File: src/rtl/busif_pkg.sv
package busif_pkg;

    localparam logic [3:0] CMD_MEM_RD = 4'b0110;
    localparam logic [3:0] CMD_MEM_WR = 4'b0111;
    localparam logic [3:0] CMD_CFG_RD = 4'b1010;
    localparam logic [3:0] CMD_CFG_WR = 4'b1011;

    typedef enum logic [1:0] {
        ST_IDLE,
        ST_XFER,
        ST_DISC,
        ST_SKIP
    } tgt_state_e;

endpackage

File: src/rtl/busif_parity.sv
module busif_parity #(
    parameter int W = 36
) (
    input  logic [W-1:0] bits,
    output logic         odd
);
    assign odd = ^bits;
endmodule

File: src/rtl/busif_regfile.sv
module busif_regfile #(
    parameter int DEPTH = 16,
    parameter int LANES = 4,
    localparam int AW = $clog2(DEPTH),
    localparam int DW = LANES * 8
) (
    input  logic             clk,
    input  logic             rst_n,
    input  logic             we,
    input  logic [AW-1:0]    idx,
    input  logic [LANES-1:0] lane_en,
    input  logic [DW-1:0]    wdata,
    output logic [DW-1:0]    rdata
);
    logic [DW-1:0] words [DEPTH];

    for (genvar b = 0; b < LANES; b++) begin : g_lane
        always_ff @(posedge clk) begin
            if (!rst_n) begin
                for (int w = 0; w < DEPTH; w++) begin
                    words[w][8*b +: 8] <= '0;
                end
            end else if (we && lane_en[b]) begin
                words[idx][8*b +: 8] <= wdata[8*b +: 8];
            end
        end
    end

    assign rdata = words[idx];
endmodule

File: src/rtl/busif_ctrl.sv
module busif_ctrl
    import busif_pkg::*;
#(
    parameter logic [31:0] MEM_BASE  = 32'h0001_0000,
    parameter int          MEM_WORDS = 16,
    parameter int          CFG_WORDS = 4,
    localparam int MEM_AW  = $clog2(MEM_WORDS),
    localparam int CFG_AW  = $clog2(CFG_WORDS),
    localparam int WIN_LSB = MEM_AW + 2
) (
    input  logic              clk,
    input  logic              rst_n,
    input  logic              frame_n,
    input  logic              irdy_n,
    input  logic              idsel,
    input  logic [3:0]        cbe_n,
    input  logic [31:0]       ad_in,
    output logic              devsel_n,
    output logic              trdy_n,
    output logic              stop_n,
    output logic              ad_oe,
    output logic              addr_ph,
    output logic              we_mem,
    output logic              we_cfg,
    output logic              sel_cfg,
    output logic [MEM_AW-1:0] ptr
);
    tgt_state_e state, nxt;
    logic       is_rd;
    logic       hit_mem, hit_cfg, hit, at_last, xfer;

    always_comb begin
        hit_mem = ((cbe_n == CMD_MEM_RD) || (cbe_n == CMD_MEM_WR))
                  && (ad_in[31:WIN_LSB] == MEM_BASE[31:WIN_LSB])
                  && (ad_in[1:0] == 2'b00);
        hit_cfg = idsel && ((cbe_n == CMD_CFG_RD) || (cbe_n == CMD_CFG_WR))
                  && (ad_in[1:0] == 2'b00);
        hit     = hit_mem || hit_cfg;
        at_last = sel_cfg ? (ptr == MEM_AW'(CFG_WORDS - 1))
                          : (ptr == MEM_AW'(MEM_WORDS - 1));
        xfer    = (state == ST_XFER) && !irdy_n;
        addr_ph = (state == ST_IDLE) && !frame_n;
    end

    always_comb begin
        nxt = state;
        unique case (state)
            ST_IDLE: if (!frame_n) nxt = hit ? ST_XFER : ST_SKIP;
            ST_XFER: if (!irdy_n) begin
                         if (frame_n)      nxt = ST_IDLE;
                         else if (at_last) nxt = ST_DISC;
                     end
            ST_DISC: if (frame_n) nxt = ST_IDLE;
            ST_SKIP: if (frame_n) nxt = ST_IDLE;
            default: nxt = ST_IDLE;
        endcase
    end

    always_ff @(posedge clk) begin
        if (!rst_n) begin
            state   <= ST_IDLE;
            ptr     <= '0;
            is_rd   <= 1'b0;
            sel_cfg <= 1'b0;
        end else begin
            state <= nxt;
            if (addr_ph && hit) begin
                sel_cfg <= hit_cfg;
                is_rd   <= !cbe_n[0];
                ptr     <= hit_cfg ? MEM_AW'(ad_in[CFG_AW+1:2]) : ad_in[MEM_AW+1:2];
            end else if (xfer && !at_last) begin
                ptr <= ptr + 1'b1;
            end
        end
    end

    always_comb begin
        devsel_n = !((state == ST_XFER) || (state == ST_DISC));
        trdy_n   = !(state == ST_XFER);
        stop_n   = !((state == ST_DISC) || ((state == ST_XFER) && at_last));
        ad_oe    = (state == ST_XFER) && is_rd;
        we_mem   = xfer && !is_rd && !sel_cfg;
        we_cfg   = xfer && !is_rd && sel_cfg;
    end

    assert_trdy_needs_devsel_R2: assert property (@(posedge clk) disable iff (!rst_n)
        !trdy_n |-> !devsel_n);
    assert_claim_next_clock_R2: assert property (@(posedge clk) disable iff (!rst_n)
        (addr_ph && hit) |=> (!devsel_n && !trdy_n));
    assert_no_claim_R3: assert property (@(posedge clk) disable iff (!rst_n)
        (addr_ph && !hit) |=> devsel_n);
    assert_index_step_R6: assert property (@(posedge clk) disable iff (!rst_n)
        (!trdy_n && !irdy_n && !frame_n && stop_n) |=> (ptr == $past(ptr) + 1'b1));
    assert_wait_hold_R6: assert property (@(posedge clk) disable iff (!rst_n)
        (!trdy_n && irdy_n) |=> (ptr == $past(ptr)));
    assert_disconnect_R7: assert property (@(posedge clk) disable iff (!rst_n)
        (!trdy_n && !stop_n && !irdy_n && !frame_n) |=> (trdy_n && !stop_n && !devsel_n));
    assert_release_R8: assert property (@(posedge clk) disable iff (!rst_n)
        (!trdy_n && !irdy_n && frame_n) |=> (devsel_n && trdy_n && stop_n));
endmodule

File: src/rtl/busif_target.sv
module busif_target #(
    parameter logic [31:0] MEM_BASE  = 32'h0001_0000,
    parameter int          MEM_WORDS = 16,
    parameter int          CFG_WORDS = 4
) (
    input  logic        clk,
    input  logic        rst_n,
    input  logic        frame_n,
    input  logic        irdy_n,
    input  logic        idsel,
    input  logic [3:0]  cbe_n,
    input  logic [31:0] ad_in,
    input  logic        par_in,
    output logic [31:0] ad_out,
    output logic        ad_oe,
    output logic        par_out,
    output logic        par_oe,
    output logic        devsel_n,
    output logic        trdy_n,
    output logic        stop_n,
    output logic        perr_flag
);
    localparam int MEM_AW = $clog2(MEM_WORDS);
    localparam int CFG_AW = $clog2(CFG_WORDS);

    logic              addr_ph, we_mem, we_cfg, sel_cfg;
    logic [MEM_AW-1:0] ptr;
    logic [31:0]       mem_rd, cfg_rd;
    logic              rx_par, tx_par, chk_pend, chk_exp;

    busif_ctrl #(
        .MEM_BASE(MEM_BASE), .MEM_WORDS(MEM_WORDS), .CFG_WORDS(CFG_WORDS)
    ) u_ctrl (
        .clk(clk), .rst_n(rst_n), .frame_n(frame_n), .irdy_n(irdy_n),
        .idsel(idsel), .cbe_n(cbe_n), .ad_in(ad_in),
        .devsel_n(devsel_n), .trdy_n(trdy_n), .stop_n(stop_n), .ad_oe(ad_oe),
        .addr_ph(addr_ph), .we_mem(we_mem), .we_cfg(we_cfg),
        .sel_cfg(sel_cfg), .ptr(ptr)
    );

    busif_regfile #(.DEPTH(MEM_WORDS), .LANES(4)) u_mem (
        .clk(clk), .rst_n(rst_n), .we(we_mem), .idx(ptr),
        .lane_en(~cbe_n), .wdata(ad_in), .rdata(mem_rd)
    );

    busif_regfile #(.DEPTH(CFG_WORDS), .LANES(4)) u_cfg (
        .clk(clk), .rst_n(rst_n), .we(we_cfg), .idx(ptr[CFG_AW-1:0]),
        .lane_en(~cbe_n), .wdata(ad_in), .rdata(cfg_rd)
    );

    assign ad_out = ad_oe ? (sel_cfg ? cfg_rd : mem_rd) : 32'h0;

    busif_parity #(.W(36)) u_rxpar (.bits({ad_in, cbe_n}),  .odd(rx_par));
    busif_parity #(.W(36)) u_txpar (.bits({ad_out, cbe_n}), .odd(tx_par));

    always_ff @(posedge clk) begin
        if (!rst_n) begin
            chk_pend  <= 1'b0;
            chk_exp   <= 1'b0;
            perr_flag <= 1'b0;
            par_out   <= 1'b0;
            par_oe    <= 1'b0;
        end else begin
            chk_pend <= addr_ph || we_mem || we_cfg;
            chk_exp  <= rx_par;
            if (chk_pend && (par_in != chk_exp)) perr_flag <= 1'b1;
            par_oe  <= ad_oe;
            par_out <= ad_oe ? tx_par : 1'b0;
        end
    end

    assert_perr_sticky_R11: assert property (@(posedge clk) disable iff (!rst_n)
        perr_flag |=> perr_flag);
    assert_par_follows_read_R10: assert property (@(posedge clk) disable iff (!rst_n)
        (ad_oe && !irdy_n) |=> par_oe);
endmodule

File: config.mk
export PLATFORM = sky130hd
export DESIGN_NAME = busif_target
export DESIGN_NICKNAME = d
export VERILOG_FILES = /design/src/rtl/busif_pkg.sv /design/src/rtl/busif_parity.sv /design/src/rtl/busif_regfile.sv /design/src/rtl/busif_ctrl.sv /design/src/rtl/busif_target.sv
export SDC_FILE = /design/constraint.sdc
export NUM_CORES = 1
export LEC_CHECK = 0
export CAP_MARGIN = 10
export CORE_ASPECT_RATIO = 1.1
export CORE_UTILIZATION = 35
export CTS_BUF_LIST = sky130_fd_sc_hd__clkbuf_16
export DETAILED_ROUTE_END_ITERATION = 7
export DONT_BUFFER_PORTS = 1
export GPL_ROUTABILITY_DRIVEN = 0
export GPL_TIMING_DRIVEN = 0
export PLACE_DENSITY = 0.58
export REMOVE_ABC_BUFFERS = 1
export SYNTH_ARGS = -nofsm -noshare
export SYNTH_HDL_FRONTEND = slang
export SYNTH_HIERARCHICAL = 1
export SYNTH_SLANG_ARGS = --single-unit
File: constraint.sdc
create_clock -name clk -period 3.75 [get_ports clk]
set_input_delay 0.75 -clock clk [delete_from_list [all_inputs] [get_ports clk]]
set_output_delay 0.75 -clock clk [all_outputs]
set_load 0.05 [all_outputs]
==> results of run 1 <==
==> cell type report <==
type	count	area [um^2]	share of cell area, %
flip-flops and latches	653	18800	54.4
multi-input cells	1423	10600	30.8
clock buffers	73	1830	5.29
repair buffers	116	1530	4.44
well taps	1140	1430	4.13
clock inverters	53	290	0.841
inverters	11	41.3	0.120
diodes	3	7.51	0.0217
==> worst max-delay path, stage by stage, from the launching register on <==
cell     delay (ns)
dfxtp_4        0.39
buf_12         0.15
buf_16         0.16
mux4_2         0.53
a22oi_2        0.27
nand2_1        0.17
mux2i_1        0.16
nor2b_1        0.10
buf_6          0.13
xor2_1         0.16
xnor2_1        0.16
xnor2_2        0.33
xnor3_2        0.65
xnor2_1        0.18
and3_1         0.19
==> cells in the final DEF, fill, tap and decap left out, types with 31 or more instances in the layout <==
master | netlist | layout
edfxtp_1 | 568 | 568
nand2_1 | 158 | 148
xnor2_1 | 59 | 57
o21ai_1 | 8 | 40
mux4_2 | 160 | 160
inv_1 | 11 | 35
a22oi_1 | 65 | 53
o21ai_0 | 138 | 85
nand3_1 | 82 | 75
nor2_1 | 480 | 478
dfxtp_1 | 85 | 80
and2_1 | 93 | 91
and3_1 | 32 | 31
clkbuf_16 | 0 | 77
buf_4 | 14 | 64
==> through the flow <==
stage	hold slack (ns)	power [mW]
after floorplan	0.421	10.1
after global placement	0.433	10.6
after detailed placement	0.439	10.7
after CTS	0.248	17.3
after global routing	0.246	17.9
final	0.276	17.4
==> where the power goes <==
| group | internal [mW] | switching [mW] | total, mW |
|---|---|---|---|
| Combinational | 1.17 | 1.54 | 2.71 |
| Clock | 3.65 | 2.81 | 6.46 |
| Sequential | 8.12 | 0.0974 | 8.22 |
| Total | 12.9 | 4.45 | 17.4 |
==> kinds of logic after synthesis <==
logic type / after synthesis / share of synthesized area, %
xor+xnor: 71 / 2.17
buf+inv: 198 / 3.13
fa+ha+maj: 6 / 0.251
simple gates: 919 / 13.7
mux: 198 / 13.3
compound gates: 229 / 4.59
flops: 653 / 62.8
==> state kept, by name, indices dropped and copies added (netlist names) <==
signal,flops
perr_flag,1
par_out,1
chk_exp,1
u_mem/words,512
u_ctrl/ptr,4
u_ctrl/state,2
u_cfg/words,128
par_oe,1
chk_pend,1
u_ctrl/sel_cfg,1
u_ctrl/is_rd,1
==> synth_stat cells (3+ instances only) <==
| cell type | count | area [um^2] |
|---|---|---|
| xor2_1 | 10 | 87.6 |
| nand2_1 | 158 | 593 |
| dfxtp_1 | 85 | 1700 |
| xnor2_1 | 59 | 517 |
| nand3_1 | 82 | 410 |
| edfxtp_1 | 568 | 17100 |
| ha_1 | 6 | 75.1 |
| and2_1 | 93 | 582 |
| o21ai_1 | 8 | 40.0 |
| nor2b_1 | 39 | 244 |
| nand4_1 | 3 | 18.8 |
| nor3_2 | 3 | 30.0 |
| buf_12 | 3 | 60.1 |
| mux4_2 | 160 | 3600 |
| a22oi_1 | 65 | 488 |
| mux2i_1 | 36 | 360 |
| nand2b_1 | 6 | 37.5 |
| buf_4 | 14 | 105 |
| o21ai_0 | 138 | 691 |
| buf_2 | 59 | 295 |
| nor2_1 | 480 | 1800 |
| clkbuf_1 | 94 | 353 |
| a21oi_1 | 3 | 15.0 |
| buf_1 | 15 | 56.3 |
| inv_1 | 11 | 41.3 |
| and3_1 | 32 | 200 |
| nor4_1 | 5 | 31.3 |
==> timing repair <==
action / 4_1_cts / 5_1_grt
endpoints found under the setup margin: 244 / 464
cloned: 2 / 4
pin swaps: 3 / 3
buffers inserted: 13 / 15
endpoints found under the hold margin: 0 / 0
gates resized for setup: 84 / 66
==> layer usage <==
layer / wire length (um) / up-vias
met5: 28 / -
met1: 34200 / 9839
met4: 2300 / 4
met2: 43200 / 991
li1: - / 8312
met3: 8670 / 157
==> worst min-delay path by stage <==
stage	slack [ns]	depth (start not counted)	end	start
6_report	0.28	2	u_cfg/words[0][29]	ad_in[29]
5_1_grt	0.25	2	u_cfg/words[0][29]	ad_in[29]
4_1_cts	0.25	2	u_cfg/words[2][21]	ad_in[21]
3_5_place_dp	0.44	2	u_cfg/words[1][11]	u_cfg/words[1][11]
3_3_place_gp	0.43	2	u_cfg/words[1][11]	u_cfg/words[1][11]
2_1_floorplan	0.42	2	perr_flag	chk_pend
==> results.toml, run 1 <==
[logic_synthesis]
synthArstFlopShare_pct = 0
synth_cell_type_count = 56
synth_edf_count = 568
seq_total_area_yosys_pct = 62.8
postSynthAreaPerCell_um2 = 13.1
ys.warnings.count = 6
dominantRegCellSynth = "edfxtp_1"
synth_cells = 2274
syn_area_um2 = 29900
yosys_register_bits = 653

[global_routing]
grt_first_pass_wirelength_mm = 126
global_route.peak_usage_layer = "met2"
overall_track_demand_over_capacity_in_global_routing_pct = 20.1
grt_start_max_net_pins = 175
first_global_vias = 19032
gr-usage-met3_pct = 5.15
antenna_violations_before_repair = 6
global_route.usage.met2_pct = 32.5
gr-usage-met1_pct = 26.3
grt_remaining_overflow = 0

[status]
violations_in_the_final_reports = "setup timing"
outcome = "finished, violations left"

[job]
maxCapViolCount = 0

[sta]
finalHoldViolations = 0
timing_max_transition_violations_final = 0
final.min_clock_period_ns = 3.87
timing.final.setup_violations = 2
rsz_0062_raised_after_global_routing = "true"
slew_headroom_pct = 23.6
final_sum_of_negative_setup_slack_ns = -0.126
maxClockFrequency_mhz = 258
transition_time_at_the_pin_with_the_least_slew_margin_ns = 1.15
finalWorstSetupSlack_ns = -0.121
fin_worst_skew_ns = 0.0240
portion_of_the_clock_cycle_consumed_by_the_worst_path_in_the_final_layout_pct = 103

[drt]
vias = 19303
drt_wl_total_mm = 88.4
detailedRoute.firstPassIterationCount = 5
drt_first_iter_violations = 2232
vias_per_cell = 5.56
drt_drc_violations_left = 0
ant_nets = 0
avgRoutedWirePerCell_um = 25.5

[critical_path]
timing.reg2reg.setup_slack_ns = -0.12
timing_worst_setup_path_type = "reg -> reg"
critical_path.startpoint = "u_ctrl/ptr[0]"
crit-reg2reg-launch = "u_ctrl/ptr[0]"
reg_to_reg_endpoint = "par_out"
critPathLaunchType = "flop"
reg2regPathDepth = 14
worstPathRequired_ns = 4.26
endpoint = "par_out"
timing.critical_path.arrival_ns = 4.38
path_max_fanout = 11
crit_path_end_kind = "flop"

[final_layout]
final_stage_net_count = 2323
layout_stage_area_growth_over_the_synthesis_result_pct = 15.6
fin_util_pct = 40.8
fill_cells = 7878
finish.instance_area_um2 = 34500
instances_no_fill = 3472
proportion_of_layout_cells_with_a_drive_suffix_above_1_pct = 21.0

[power_and_ir_drop]
powerDensity_nw_per_um2 = 504
power.ir.vdd_worst_mv = 0.319
leakagePower_nw = 11.3

[die]
floorplan.core_area_um2 = 84600
die_x_um = 281
die_area_um2 = 86500
pin_count = 81
core.rowCount = 112
floorplan.die.height_um = 308
starting_utilization_of_the_core_area_pct = 35.3

[place]
hpwlAfterDp_mm = 56.4
place.port_buffers = 0
numPlacedInstances = 3308
preCtsSetupSlack_ns = -1.53
placedInstanceArea_um2 = 31500

[cts]
insertion_delay_ns = 0.63
clock_tree.root_cell = "clkbuf_16"
h-tree-depth = 3
holdBufCountCts = 0
cts_inserted_buffers = 70
clkSinkCount = 653
cts.clk_slew.worst_paths_ns = 0.06
cts_tree = "yes"
cts_buffer_depth = 3

[worst_hold_path]
hold_path_class = "in -> reg"
Power figures use the tool's default switching activity.
==> inputs of run 2 (changes only) <==
--- a/config.mk
+++ b/config.mk
@@ -7,6 +7,7 @@
 export LEC_CHECK = 0
 export CAP_MARGIN = 10
 export CORE_ASPECT_RATIO = 1.1
+export CORE_MARGIN = 2
 export CORE_UTILIZATION = 35
 export CTS_BUF_LIST = sky130_fd_sc_hd__clkbuf_16
 export DETAILED_ROUTE_END_ITERATION = 7
==> constraint.sdc (replaced) <==
create_clock -name clk -period 4.9 [get_ports clk]
set_input_delay 0.98 -clock clk [delete_from_list [all_inputs] [get_ports clk]]
set_output_delay 0.98 -clock clk [all_outputs]
set_load 0.05 [all_outputs]
==> run 2 against run 1 <==
Net effect: final cell count is 0.78% lower; critical path type is now reg -> out; highest routed layer unchanged; the flow now finishes without violations; via count is 1.4% lower; sequential power is 23% lower.
==> results.toml, run 2 (synthesized netlist as in run 1, its figures left out) <==
[status]
outcome = "complete, no violations"

[die]
die_x_um = 283
pin_count = 81
floorplan.core_area_um2 = 84600
die_area_um2 = 87700
core.rowCount = 112
starting_utilization_of_the_core_area_pct = 35.3
floorplan.die.height_um = 310

[cts]
cts.clk_slew.worst_paths_ns = 0.06
insertion_delay_ns = 0.63
holdBufCountCts = 0
cts_inserted_buffers = 72
post-cts-setup-buffer-count = 0
clkSinkCount = 653
cts_buffer_depth = 3
clock_tree.root_cell = "clkbuf_16"
h-tree-depth = 3
cts_tree = "yes"
postCtsResizedCells = 5

[drt]
avgRoutedWirePerCell_um = 25.0
drt_first_iter_violations = 2330
ant_nets = 0
vias = 19028
vias_per_cell = 5.52
detailedRoute.firstPassIterationCount = 6
drt_drc_violations_left = 0
drt_wl_total_mm = 86.0

[sta]
timing.final.setup_violations = 0
portion_of_the_clock_cycle_consumed_by_the_worst_path_in_the_final_layout_pct = 94.9
rsz_0062_raised_after_global_routing = "false"
fin_worst_skew_ns = 0.0278
hold_slack_ns = 0.452
finalHoldViolations = 0
finalWorstSetupSlack_ns = 0.249
timing_max_transition_violations_final = 0
transition_time_at_the_pin_with_the_least_slew_margin_ns = 1.22
maxClockFrequency_mhz = 215
final.min_clock_period_ns = 4.65
slew_headroom_pct = 18.1
final_sum_of_negative_setup_slack_ns = 0

[final_layout]
multi_input_comb_area_um2 = 10300
top_library_cells_by_usage_in_the_layout_fill_and_taps_aside = "edfxtp_1 (568), nor2_1 (478), mux4_2 (160)"
largest_registers_ranked_by_flip_flop_count = "u_mem/words (512), u_cfg/words (128), u_ctrl/ptr (4)"
layout_stage_area_growth_over_the_synthesis_result_pct = 13.5
seqCellArea_um2 = 18800
instances_no_fill = 3445
most_common_cell_after_layout_fill_and_taps_aside = "edfxtp_1"
largest_register_ff_count = 512
proportion_of_layout_cells_with_a_drive_suffix_above_1_pct = 16.9
finish.instance_area_um2 = 33900
final_stage_net_count = 2295
fin_util_pct = 40.0
top_register = "u_mem/words"
fill_cells = 7877

[critical_path]
timing.critical_path.arrival_ns = 3.67
reg2regPathDepth = 12
crit_path_end_kind = "output pin"
timing.reg2reg.setup_slack_ns = 0.28
critPathLaunchType = "flop"
worstPathRequired_ns = 3.92
path_max_fanout = 45
timing_worst_setup_path_type = "reg -> out"

[power_and_ir_drop]
sw_frac_of_total_pct = 24.9
pwr-share-clk_pct = 39.6
power.total_mw = 13.4
net-switching-power_mw = 3.34
power.internal_mw = 10.1
powerDensity_nw_per_um2 = 396
leakagePower_nw = 11.1
power.ir.vdd_worst_mv = 0.301
seq_power_share_pct = 47.1
p_comb_share_pct = 13.3

[place]
hpwlAfterDp_mm = 56.0
preCtsSetupSlack_ns = -0.360
numPlacedInstances = 3304
placedInstanceArea_um2 = 31500
place.port_buffers = 0

[global_routing]
first_global_vias = 19045
grt_start_max_net_pins = 175
overall_track_demand_over_capacity_in_global_routing_pct = 19.6
grt_first_pass_wirelength_mm = 125
grt_remaining_overflow = 0
antenna_violations_before_repair = 7

[worst_hold_path]
hold_path_class = "reg -> reg"
whs_path_depth = 2

[job]
maxCapViolCount = 0
[run 2: final cells by class]
cell class,instances,share of cell area (%)
Multi-Input combinational cell,1423,30.4
Antenna cell,1,0.00738
Clock buffer,75,5.54
Timing Repair Buffer,86,3.11
Sequential cell,653,55.4
Inverter,11,0.122
Clock inverter,56,1.25
Tap cell,1140,4.21
[run 2: worst max-delay path, cell delays in order, from the launching register on]
cell     delay, ns
dfxtp_4       0.70
buf_16        0.36
buf_16        0.35
mux4_2        0.33
a22oi_1       0.12
nand2_1       0.20
mux2i_1       0.09
nor2b_1       0.86
[run 2: metal layers]
metal	vias up	part of all wire, %	global-route usage (%)
li1	8250	-	-
met1	9715	39	26.1
met2	921	48	31.9
met3	138	9.9	4.72
met4	4	2.5	5.48
met5	-	0.030	0
[run 2: power groups by stage]
stage,logic (mW),registers (mW),clock network [mW]
after floorplan,1.15,6.54,0
after global placement,1.67,6.64,0
after detailed placement,1.78,6.45,0
after CTS,1.79,6.33,5.40
after global routing,1.90,6.34,5.61
final,1.79,6.33,5.31
[run 2: path summary, 6_finish.rpt]
kind | start | end
min reg2reg | u_cfg/words[1][10] | u_cfg/words[1][10]
min | u_cfg/words[1][10] | u_cfg/words[1][10]
max reg2reg | u_ctrl/ptr[2] | par_out
max | u_ctrl/ptr[0] | ad_out[7]
